==> src/rtl/pktchan_csr_pkg.sv <==
package pktchan_csr_pkg;

  localparam int BUS_W  = 32;
  localparam int BE_W   = BUS_W / 8;
  localparam int ADDR_W = 8;
  localparam int WIDX_W = 3;               // word index inside a channel window
  localparam int CNT_W  = 16;
  localparam int PTR_W  = 32;
  localparam int THR_W  = 16;
  localparam int MODE_W = 2;
  localparam int ST_W   = 8;

  // control word bit positions
  localparam int CB_RST  = 5;
  localparam int CB_GO   = 7;
  localparam int CB_MASK = 8;

  // status bit positions
  localparam int SB_PERR  = 0;
  localparam int SB_UNEXP = 4;
  localparam int SB_DONE  = 6;
  localparam logic [ST_W-1:0] ST_KEEP =
    ST_W'((1 << SB_DONE) | (1 << SB_UNEXP) | (1 << SB_PERR));

  // status byte lane inside word 0
  localparam int ST_LANE = 2;

  // word indices inside a channel window
  localparam logic [WIDX_W-1:0] W_CTRL   = 3'd0;
  localparam logic [WIDX_W-1:0] W_COUNT  = 3'd1;
  localparam logic [WIDX_W-1:0] W_NEXT   = 3'd3;
  localparam logic [WIDX_W-1:0] W_LOOKUP = 3'd4;
  localparam logic [WIDX_W-1:0] W_THR    = 3'd5;

  localparam logic [7:0] LOCK_OPEN = 8'd7;

  typedef struct packed {
    logic wrCtrl;
    logic wrCount;
    logic wrNext;
    logic wrLookup;
    logic wrThr;
    logic rdStat;
    logic goReq;
  } chanStb_t;

  function automatic logic [BUS_W-1:0] laneMerge(input logic [BUS_W-1:0] oldW,
                                                 input logic [BUS_W-1:0] newW,
                                                 input logic [BE_W-1:0]  be);
    logic [BUS_W-1:0] res;
    res = oldW;
    for (int b = 0; b < BE_W; b++)
      if (be[b]) res[b*8 +: 8] = newW[b*8 +: 8];
    return res;
  endfunction

endpackage

==> src/rtl/pktchan_csr_ctrl.sv <==
module pktchan_csr_ctrl
  import pktchan_csr_pkg::*;
#(
  parameter int                NUM_CH    = 2,
  parameter logic [ADDR_W-1:0] CH_BASE   = 8'h80,
  parameter logic [ADDR_W-1:0] LOCK_ADDR = 8'hC7
) (
  input  logic                    clk,
  input  logic                    rstN,
  input  logic [ADDR_W-1:0]       busAddr,
  input  logic                    busWrEn,
  input  logic                    busRdEn,
  input  logic [BE_W-1:0]         busBe,
  input  logic [BUS_W-1:0]        busWrData,
  input  logic [NUM_CH*BUS_W-1:0] chanRdWord,
  output chanStb_t                stb [NUM_CH],
  output logic [WIDX_W-1:0]       wordIdx,
  output logic                    lockOpen,
  output logic [BUS_W-1:0]        busRdData
);

  localparam int STRIDE_B  = WIDX_W + 2;
  localparam int STRIDE    = 1 << STRIDE_B;
  localparam int LOCK_LANE = int'(LOCK_ADDR[1:0]);

  logic [7:0]        lockQ;
  logic [NUM_CH-1:0] chanHit;
  logic              lockHit;
  logic [BUS_W-1:0]  rdNext;

  assign wordIdx  = busAddr[STRIDE_B-1:2];
  assign lockHit  = (busAddr[ADDR_W-1:2] == LOCK_ADDR[ADDR_W-1:2]);
  assign lockOpen = (lockQ == LOCK_OPEN);

  for (genvar i = 0; i < NUM_CH; i++) begin : g_dec
    localparam logic [ADDR_W-1:0] WIN = ADDR_W'(int'(CH_BASE) + i * STRIDE);
    assign chanHit[i] = (busAddr[ADDR_W-1:STRIDE_B] == WIN[ADDR_W-1:STRIDE_B]);

    logic wrHit, rdHit;
    assign wrHit = busWrEn & chanHit[i];
    assign rdHit = busRdEn & chanHit[i];

    assign stb[i].wrCtrl   = wrHit & (wordIdx == W_CTRL);
    assign stb[i].wrCount  = wrHit & (wordIdx == W_COUNT);
    assign stb[i].wrNext   = wrHit & (wordIdx == W_NEXT);
    assign stb[i].wrLookup = wrHit & (wordIdx == W_LOOKUP);
    assign stb[i].wrThr    = wrHit & (wordIdx == W_THR);
    assign stb[i].rdStat   = rdHit & (wordIdx == W_CTRL) & busBe[ST_LANE];
    // start request: lane 0 carries go, and the same write must not assert reset
    assign stb[i].goReq    = wrHit & (wordIdx == W_CTRL) & busBe[0] &
                             busWrData[CB_GO] & ~busWrData[CB_RST] & lockOpen;
  end

  always_ff @(posedge clk or negedge rstN) begin
    if (!rstN)
      lockQ <= '0;
    else if (busWrEn && lockHit && busBe[LOCK_LANE])
      lockQ <= busWrData[LOCK_LANE*8 +: 8];
  end

  always_comb begin
    rdNext = '0;
    for (int i = 0; i < NUM_CH; i++)
      if (chanHit[i]) rdNext = chanRdWord[i*BUS_W +: BUS_W];
    if (lockHit) rdNext[LOCK_LANE*8 +: 8] = lockQ;
  end

  always_ff @(posedge clk or negedge rstN) begin
    if (!rstN)
      busRdData <= '0;
    else if (busRdEn)
      busRdData <= rdNext;
  end

endmodule

==> src/rtl/pktchan_csr_chan.sv <==
module pktchan_csr_chan
  import pktchan_csr_pkg::*;
(
  input  logic              clk,
  input  logic              rstN,
  input  chanStb_t          stb,
  input  logic [BE_W-1:0]   be,
  input  logic [BUS_W-1:0]  wd,
  input  logic [WIDX_W-1:0] wordIdx,
  input  logic [ST_W-1:0]   evt,
  output logic [BUS_W-1:0]  rdWord,
  output logic              startPulse,
  output logic              engReset,
  output logic              irq,
  output logic              engBusy,
  output logic [MODE_W-1:0] pioMode,
  output logic [CNT_W-1:0]  pktCount,
  output logic [PTR_W-1:0]  nextPtr,
  output logic [PTR_W-1:0]  lookupWord,
  output logic [THR_W-1:0]  inThr,
  output logic [THR_W-1:0]  outThr,
  output logic [ST_W-1:0]   sticky
);

  logic              maskQ, rstQ, busyQ, goQ;
  logic [MODE_W-1:0] modeQ;
  logic [CNT_W-1:0]  countQ;
  logic [PTR_W-1:0]  nextQ, lookQ;
  logic [THR_W-1:0]  inThrQ, outThrQ;
  logic [ST_W-1:0]   stickyQ;

  logic [BUS_W-1:0]  cntMerged, nextMerged, lookMerged, thrMerged;
  logic              rstNext, goAccept;
  logic [15:0]       ctrlRd;

  always_comb begin
    cntMerged  = laneMerge(BUS_W'(countQ), wd, be);
    nextMerged = laneMerge(BUS_W'(nextQ), wd, be);
    lookMerged = laneMerge(BUS_W'(lookQ), wd, be);
    thrMerged  = laneMerge(BUS_W'({outThrQ, inThrQ}), wd, be);
  end

  // reset level as it will be after this edge; status and busy follow it at once
  assign rstNext  = (stb.wrCtrl && be[0]) ? wd[CB_RST] : rstQ;
  assign goAccept = stb.goReq & ~busyQ;

  always_ff @(posedge clk or negedge rstN) begin
    if (!rstN) begin
      maskQ   <= 1'b1;
      rstQ    <= 1'b0;
      modeQ   <= '0;
      countQ  <= '0;
      nextQ   <= '0;
      lookQ   <= '0;
      inThrQ  <= '0;
      outThrQ <= '0;
      stickyQ <= '0;
      busyQ   <= 1'b0;
      goQ     <= 1'b0;
    end else begin
      if (stb.wrCtrl && be[0]) begin
        rstQ  <= wd[CB_RST];
        modeQ <= wd[MODE_W-1:0];
      end
      if (stb.wrCtrl && be[1]) maskQ <= wd[CB_MASK];
      if (stb.wrCount)  countQ <= cntMerged[CNT_W-1:0];
      if (stb.wrNext)   nextQ  <= nextMerged[PTR_W-1:0];
      if (stb.wrLookup) lookQ  <= lookMerged[PTR_W-1:0];
      if (stb.wrThr) begin
        inThrQ  <= thrMerged[THR_W-1:0];
        outThrQ <= thrMerged[2*THR_W-1:THR_W];
      end

      goQ <= goAccept;

      if (rstNext)           busyQ <= 1'b0;
      else if (goAccept)     busyQ <= 1'b1;
      else if (evt[SB_DONE]) busyQ <= 1'b0;

      if (rstNext) stickyQ <= '0;
      else         stickyQ <= (stb.rdStat ? '0 : stickyQ) | (evt & ST_KEEP);
    end
  end

  always_comb begin
    ctrlRd = '0;
    ctrlRd[MODE_W-1:0] = modeQ;
    ctrlRd[CB_RST]     = rstQ;
    ctrlRd[CB_MASK]    = maskQ;
  end

  always_comb begin
    rdWord = '0;
    case (wordIdx)
      W_CTRL:   begin
                  rdWord[15:0] = ctrlRd;
                  rdWord[ST_LANE*8 +: ST_W] = stickyQ;
                end
      W_COUNT:  rdWord[CNT_W-1:0] = countQ;
      W_NEXT:   rdWord[PTR_W-1:0] = nextQ;
      W_LOOKUP: rdWord[PTR_W-1:0] = lookQ;
      W_THR:    rdWord[2*THR_W-1:0] = {outThrQ, inThrQ};
      default:  rdWord = '0;
    endcase
  end

  assign startPulse = goQ;
  assign engReset   = rstQ;
  assign engBusy    = busyQ;
  assign irq        = (|stickyQ) & ~maskQ;
  assign pioMode    = modeQ;
  assign pktCount   = countQ;
  assign nextPtr    = nextQ;
  assign lookupWord = lookQ;
  assign inThr      = inThrQ;
  assign outThr     = outThrQ;
  assign sticky     = stickyQ;

endmodule

==> src/rtl/pktchan_csr.sv <==
module pktchan_csr
  import pktchan_csr_pkg::*;
#(
  parameter int                NUM_CH    = 2,
  parameter logic [ADDR_W-1:0] CH_BASE   = 8'h80,
  parameter logic [ADDR_W-1:0] LOCK_ADDR = 8'hC7
) (
  input  logic                     clk,
  input  logic                     rstN,
  input  logic [ADDR_W-1:0]        busAddr,
  input  logic                     busWrEn,
  input  logic                     busRdEn,
  input  logic [BE_W-1:0]          busBe,
  input  logic [BUS_W-1:0]         busWrData,
  output logic [BUS_W-1:0]         busRdData,
  input  logic [NUM_CH*ST_W-1:0]   engEvt,
  output logic [NUM_CH-1:0]        startPulse,
  output logic [NUM_CH-1:0]        engReset,
  output logic [NUM_CH-1:0]        irq,
  output logic [NUM_CH*MODE_W-1:0] pioMode,
  output logic [NUM_CH*CNT_W-1:0]  pktCount,
  output logic [NUM_CH*PTR_W-1:0]  nextPtr,
  output logic [NUM_CH*PTR_W-1:0]  lookupWord,
  output logic [NUM_CH*THR_W-1:0]  inThr,
  output logic [NUM_CH*THR_W-1:0]  outThr
);

  chanStb_t                stb [NUM_CH];
  logic [WIDX_W-1:0]       wordIdx;
  logic                    lockOpen;
  logic [NUM_CH*BUS_W-1:0] chanRdWord;
  logic [NUM_CH*ST_W-1:0]  stickyFlat;
  logic [NUM_CH-1:0]       busyFlat;

  pktchan_csr_ctrl #(
    .NUM_CH(NUM_CH), .CH_BASE(CH_BASE), .LOCK_ADDR(LOCK_ADDR)
  ) u_ctrl (
    .clk(clk), .rstN(rstN), .busAddr(busAddr), .busWrEn(busWrEn),
    .busRdEn(busRdEn), .busBe(busBe), .busWrData(busWrData),
    .chanRdWord(chanRdWord), .stb(stb), .wordIdx(wordIdx),
    .lockOpen(lockOpen), .busRdData(busRdData)
  );

  for (genvar i = 0; i < NUM_CH; i++) begin : g_chan
    pktchan_csr_chan u_chan (
      .clk(clk), .rstN(rstN), .stb(stb[i]), .be(busBe), .wd(busWrData),
      .wordIdx(wordIdx), .evt(engEvt[i*ST_W +: ST_W]),
      .rdWord(chanRdWord[i*BUS_W +: BUS_W]),
      .startPulse(startPulse[i]), .engReset(engReset[i]), .irq(irq[i]),
      .engBusy(busyFlat[i]), .pioMode(pioMode[i*MODE_W +: MODE_W]),
      .pktCount(pktCount[i*CNT_W +: CNT_W]), .nextPtr(nextPtr[i*PTR_W +: PTR_W]),
      .lookupWord(lookupWord[i*PTR_W +: PTR_W]),
      .inThr(inThr[i*THR_W +: THR_W]), .outThr(outThr[i*THR_W +: THR_W]),
      .sticky(stickyFlat[i*ST_W +: ST_W])
    );
  end

endmodule

==> config.mk <==
export PLATFORM = sky130hd
export DESIGN_NAME = pktchan_csr
export DESIGN_NICKNAME = d
export VERILOG_FILES = /design/src/rtl/pktchan_csr_pkg.sv /design/src/rtl/pktchan_csr_ctrl.sv /design/src/rtl/pktchan_csr_chan.sv /design/src/rtl/pktchan_csr.sv
export SDC_FILE = /design/constraint.sdc
export NUM_CORES = 1
export LEC_CHECK = 0
export CAP_MARGIN = 20
export CELL_PAD_IN_SITES_DETAIL_PLACEMENT = 1
export CELL_PAD_IN_SITES_GLOBAL_PLACEMENT = 2
export CORE_AREA = 4 4 199 201
export CTS_CLUSTER_SIZE = 25
export DETAILED_ROUTE_END_ITERATION = 8
export DIE_AREA = 0 0 203 205
export PLACE_DENSITY = 0.85
export SLEW_MARGIN = 10
export SYNTH_ARGS = -nofsm -noshare
export SYNTH_HDL_FRONTEND = slang
export SYNTH_SLANG_ARGS = --single-unit
==> constraint.sdc <==
create_clock -name clk -period 4.8 [get_ports clk]
set_clock_uncertainty 0.05 [all_clocks]
set_input_delay 0.96 -clock clk [delete_from_list [all_inputs] [get_ports clk]]
set_output_delay 0.96 -clock clk [all_outputs]
set_load 0.005 [all_outputs]
### Word-level counts from Yosys, hierarchy flattened

Cells that the tools add are included.

* eq/ne operators: 8
* mux-type cells: 21
* bitwise gates (word level): 37
* reduce and logical (&&, ||, !) cells: 39

Operators by type and width (count)
* 16-bit case mux with 5 select lines: 2
* 32-bit two-way mux: 2
* 8-bit case mux with 4 select lines: 2
* 2-bit AND reduction: 28
* 8-bit case mux with 3 select lines: 2
* 8-bit two-way mux: 5
* 1-bit bitwise AND: 30
* 8-bit by 7-bit bitwise OR with 8-bit output: 2
* 8-bit OR reduction: 2
* 3-bit equality test (second input constant): 4
* 8-bit by 3-bit equality test with 1-bit output (second input constant): 1
* 1-bit two-way mux: 8
* 6-bit equality test (second input constant): 1
* 1-bit logical AND: 6
* 3-bit nonzero test: 2
* 1-bit NOT: 5
* 3-bit by 1-bit equality test with 1-bit output (second input constant): 1
* 3-bit by 2-bit equality test with 1-bit output (second input constant): 1
* 3-bit logical NOT: 1

* bits in registers: 292
* input port bits: 64
* output and inout port bits: 266
* logic and storage cells: 147

### Logic depth before layout (Yosys ltp)

* word-level depth: 10
* gate-level depth with buffers: 8
* gate-level depth less buffers: 4

### By module

A second synthesis with hierarchy kept.

* cell total of the unflattened synthesis: 1030
* area, all modules: 13047.5 um^2

Modules (own cells, without submodules)
* pktchan_csr_chan: times used 2, cells an instance 412, area an instance 5467.7 um^2, sequential area each 3029.2 um^2
* pktchan_csr_ctrl: times used 1, cells an instance 206, area an instance 2112.0 um^2, sequential area each 1001.0 um^2

### Worst setup path before layout

No wires, ideal clock.

* path kind: input -> register
* start point: in busAddr[2]
* end point: reg u_ctrl.lockQ[1]
* library setup time: 0.125 ns
* data arrival time: 2.219 ns
* required time: 4.625 ns
* slack: 2.406 ns
* stages: 7
* buffers on the path: 3
* cells stage by stage: buf_4 > nor2b_1 > buf_4 > nand2b_1 > buf_6 > nor3_4 > mux2_2

* longest elaborated chain between the ends: 3

RTL lines
* from (decl): line pktchan_csr.sv:10 `input logic [ADDR_W-1:0] busAddr,`
* 6-bit equality test: line pktchan_csr_ctrl.sv:32 `assign lockHit = (busAddr[ADDR_W-1:2] == LOCK_ADDR[ADDR_W-1:2]);`
* 1-bit logical AND (2 in a row): line pktchan_csr_ctrl.sv:57 `else if (busWrEn && lockHit && busBe[LOCK_LANE])`
* to (signal assigned): line pktchan_csr_ctrl.sv:58 `lockQ <= busWrData[LOCK_LANE*8 +: 8];`
* to (decl): line pktchan_csr_ctrl.sv:26 `logic [7:0] lockQ;`

No other way between the ends.
A chain may end at the register's enable or synchronous reset.

### Worst setup path in the final report

* start point: in busAddr[2]
* end point: reg g_chan[0].u_chan.nextQ[0]

* longest elaborated chain between the ends: 3

RTL lines
* 3-bit by 2-bit equality test with 1-bit output: line pktchan_csr_ctrl.sv:45 `assign stb[i].wrNext = wrHit & (wordIdx == W_NEXT);`
* 1-bit bitwise AND: line pktchan_csr_ctrl.sv:45
* 2-bit AND reduction (no line)
* to (signal assigned): line pktchan_csr_chan.sv:67 `if (stb.wrNext) nextQ <= nextMerged[PTR_W-1:0];`
* to (decl): line pktchan_csr_chan.sv:28 `logic [PTR_W-1:0] nextQ, lookQ;`

No other way between the ends.

==> reports/results.tsv <==
stage	metric	value	unit
timing	rsz0062_at_grt	no	
placement	portBuffers	317	
synthesis	syn_area_per_cell	13.0	sq um
worst_setup_path	path_max_fanout	49	
worst_hold_path	hp-class	in2async	
drt	dr.pass1.iters	5	
outcome	status	completed	
power	switching_share	0.256	
cts	postCtsHoldBufs	0	
worst_setup_path	crit_start	busAddr[2]	
synthesis	synth_edf_count	0	
floorplanning	ios	330	
job	cap_violations	0	
worst_setup_path	critPathCaptureType	flip-flop	
cts	ctsResizeCount	0	
timing	worst_pin_slew	1050	ps
final_layout	final_core_util	0.472	
synthesis	synthArstFlopShare	1.00	
power	clkPwrFrac	0.387	
timing	final.setup.tns	0	ps
cts	cts_tree	yes	
power	peakVddDrop	254	uV
worst_setup_path	worstPathRequired	5190	ps
power	cellLeakagePower	7.63	nW
timing	fin_crit_sh	0.691	
worst_setup_path	r2r.worst_path.cells	4	
synthesis	synth-main-ff-cell	dfrtp_1	
final_layout	layout_commonest_cell	clkdlybuf4s50_1	
synthesis	synthCells	1008	
placement	place.gp.congestion	0.813	
power	power_density	334	nW/um^2
final_layout	synthToLayoutAreaGrowth	35.0	%
floorplanning	core_area	37600	sq um
drt	drc_errors	0	
timing	slew_headroom	0.301	
cts	cts-root-buf	clkbuf_16	
power	p_sw	1.52	mW
timing	hold_viol	0	
cts	ctsLongestPathBuffers	3	
floorplanning	fp.dieH	205	um
worst_setup_path	r2r-start	u_ctrl.lockQ[6]$_DFFE_PN0P_	
global_routing	overflow	0	
floorplanning	die-area	41600	sq um
final_layout	final_cell_mix	313 x clkdlybuf4s50_1, 280 x dfrtp_1, 253 x mux2_2	
final_layout	nets	1377	
drt	drt-vias-per-instance	5.28	
timing	drv_slew	0	
floorplanning	rows	71	
drt	postRouteAntennaNets	0	
drt	wire_per_inst	25.6	um
cts	htreeDepth	1	
drt	wl	47200	um
timing	setup_violations	0	
timing	min_period	3320	ps
placement	dp_hpwl	33000	um
synthesis	synth_cell_types	62	
global_routing	grt_pass1_vias	10500	
global_routing	grt_usage	0.220	
synthesis	synth_fp_nets	1072	
timing	max_freq	0.301	GHz
cts	worstSkewPairLatency	570	ps
final_layout	drive_above_1_share	0.280	
drt	drt_iter0_drc	378	
worst_setup_path	arrival	3710	ps
global_routing	grt_pass1_wl	70300	um
synthesis	synth-seq-cells	282	
cts	cts_setup_buffers	0	
synthesis	syn-cell-area	13200	sq um
worst_setup_path	startpoint_type	input pin	
synthesis	yosysWarningCount	0	
cts	clk_pin_slew_worst_paths	60	ps
worst_setup_path	rr_endpoint	g_chan[1].u_chan.engBusy$_DFFE_PN0P_	
global_routing	grt_max_degree	128	
power	seqPwrFrac	0.458	
floorplanning	start_util	0.350	
synthesis	ys_seq_area_frac	0.537	
power	power_frac_comb	0.154	
drt	dr_total_vias	9729	
cts	cts_buffers	31	
final_layout	n_fill_cell	3897	
worst_setup_path	path_class	in2reg	
worst_setup_path	reg2reg_slack	2850	ps
power	power.internal	4.40	mW
floorplanning	die_x	203	um
global_routing	antenna_found_initial	3	
cts	clock_sinks	282	
[worst max-delay path by stage]
stage / end / slack, ps / depth (start not counted)
floorplan: u_ctrl.lockQ[1]$_DFFE_PN0P_ / 2410 / 7
finish: g_chan[0].u_chan.nextPtr[0]$_DFFE_PN0P_ / 1480 / 5
global placement: g_chan[0].u_chan.nextPtr[5]$_DFFE_PN0P_ / 910 / 5
detailed placement: g_chan[0].u_chan.nextPtr[0]$_DFFE_PN0P_ / 850 / 5
global route: g_chan[0].u_chan.nextPtr[0]$_DFFE_PN0P_ / 1360 / 5
CTS: g_chan[0].u_chan.nextPtr[0]$_DFFE_PN0P_ / 1440 / 5
[power groups by stage]
stage	clock [mW]	combinational [mW]	sequential [mW]
after detailed placement	0	0.924	2.75
final	2.29	0.913	2.71
after CTS	2.35	0.931	2.71
after global routing	2.46	0.979	2.74
after global placement	0	0.907	2.74
after floorplan	0	0.328	2.73
[layer usage]
layer | wire, um | vias up | track usage
li1 | - | 4306 | -
met1 | 20600 | 5088 | 0.295
met2 | 23100 | 272 | 0.371
met3 | 2510 | 59 | 0.0397
met4 | 1040 | 4 | 0.0572
met5 | 19 | - | 0
[logic make-up after synthesis]
logic type,share of synthesized area
xor gates and xnor gates,0.000666
DFF,0.537
AOI/OAI and AO/OA,0.0759
muxes,0.262
buffers and inverters,0.0280
and+or+nand+nor,0.0969
[sequential cells by signal, summed over array words and instances (netlist names)]
name	cells
g_chan.u_chan.startPulse	2
g_chan.u_chan.engReset	2
g_chan.u_chan.engBusy	2
g_chan.u_chan.nextPtr	64
g_chan.u_chan.maskQ	2
g_chan.u_chan.outThr	32
g_chan.u_chan.pioMode	4
g_chan.u_chan.sticky	6
g_chan.u_chan.inThr	32
g_chan.u_chan.lookupWord	64
g_chan.u_chan.pktCount	32
u_ctrl.lockQ	8
u_ctrl.busRdData	32
[worst max-delay path, cell delays in order]
cell      delay [ps]
buf_4            660
and2_1           510
nand2b_1         620
nor2_4           540
mux2_2           390
[cell usage after synthesis, types with 3 or more instances]
cell type,number,area share
dfrtp_1,280,0.53
mux2_2,253,0.22
nand2_1,56,0.016
mux2i_1,47,0.036
nand3_1,30,0.011
nor2_1,30,0.0086
nor2_4,28,0.024
o21ai_0,22,0.0084
clkbuf_1,21,0.0060
buf_4,16,0.0091
a221oi_1,14,0.0093
o2bb2ai_1,14,0.0093
a211o_1,13,0.0087
o22ai_1,13,0.0062
a21oi_1,12,0.0046
buf_2,12,0.0046
buf_1,11,0.0031
inv_1,11,0.0031
a22oi_1,10,0.0057
nand2b_1,10,0.0048
o21ai_1,9,0.0034
o221ai_1,8,0.0053
a222oi_1,6,0.0046
nor2b_1,6,0.0029
mux2_1,5,0.0043
nand3_2,5,0.0038
nand4_1,5,0.0024
and2_1,4,0.0019
nor3_1,4,0.0015
or2_2,4,0.0019
a31oi_1,3,0.0014
mux4_2,3,0.0051
nand3_4,3,0.0040
nand4b_1,3,0.0020
or4_1,3,0.0017
[cell type report]
| type | instances | area (sq um) | share of cell area |
|---|---|---|---|
| tap | 511 | 639 | 0.0360 |
| multi-input combinational | 652 | 5730 | 0.323 |
| sequential | 282 | 7060 | 0.398 |
| clock buffer | 45 | 898 | 0.0506 |
| antenna | 2 | 5.00 | 0.000282 |
| timing repair buffer | 334 | 3320 | 0.187 |
| clock inverter | 6 | 55.1 | 0.00310 |
| inverter | 12 | 45.0 | 0.00254 |
[per-stage QoR]
step | setup WS (ps) | hold WS [ps] | power, mW | cell area, sq um | cells
after floorplan | 2410 | 419 | 3.06 | 13200 | 1008
after global placement | 909 | 424 | 3.65 | 16800 | 1791
after detailed placement | 845 | 438 | 3.68 | 16800 | 1791
after CTS | 1440 | 455 | 5.99 | 17700 | 1842
after global routing | 1360 | 486 | 6.17 | 17700 | 1843
final | 1480 | 437 | 5.92 | 17700 | 1844
Power figures use the tool's default switching activity.
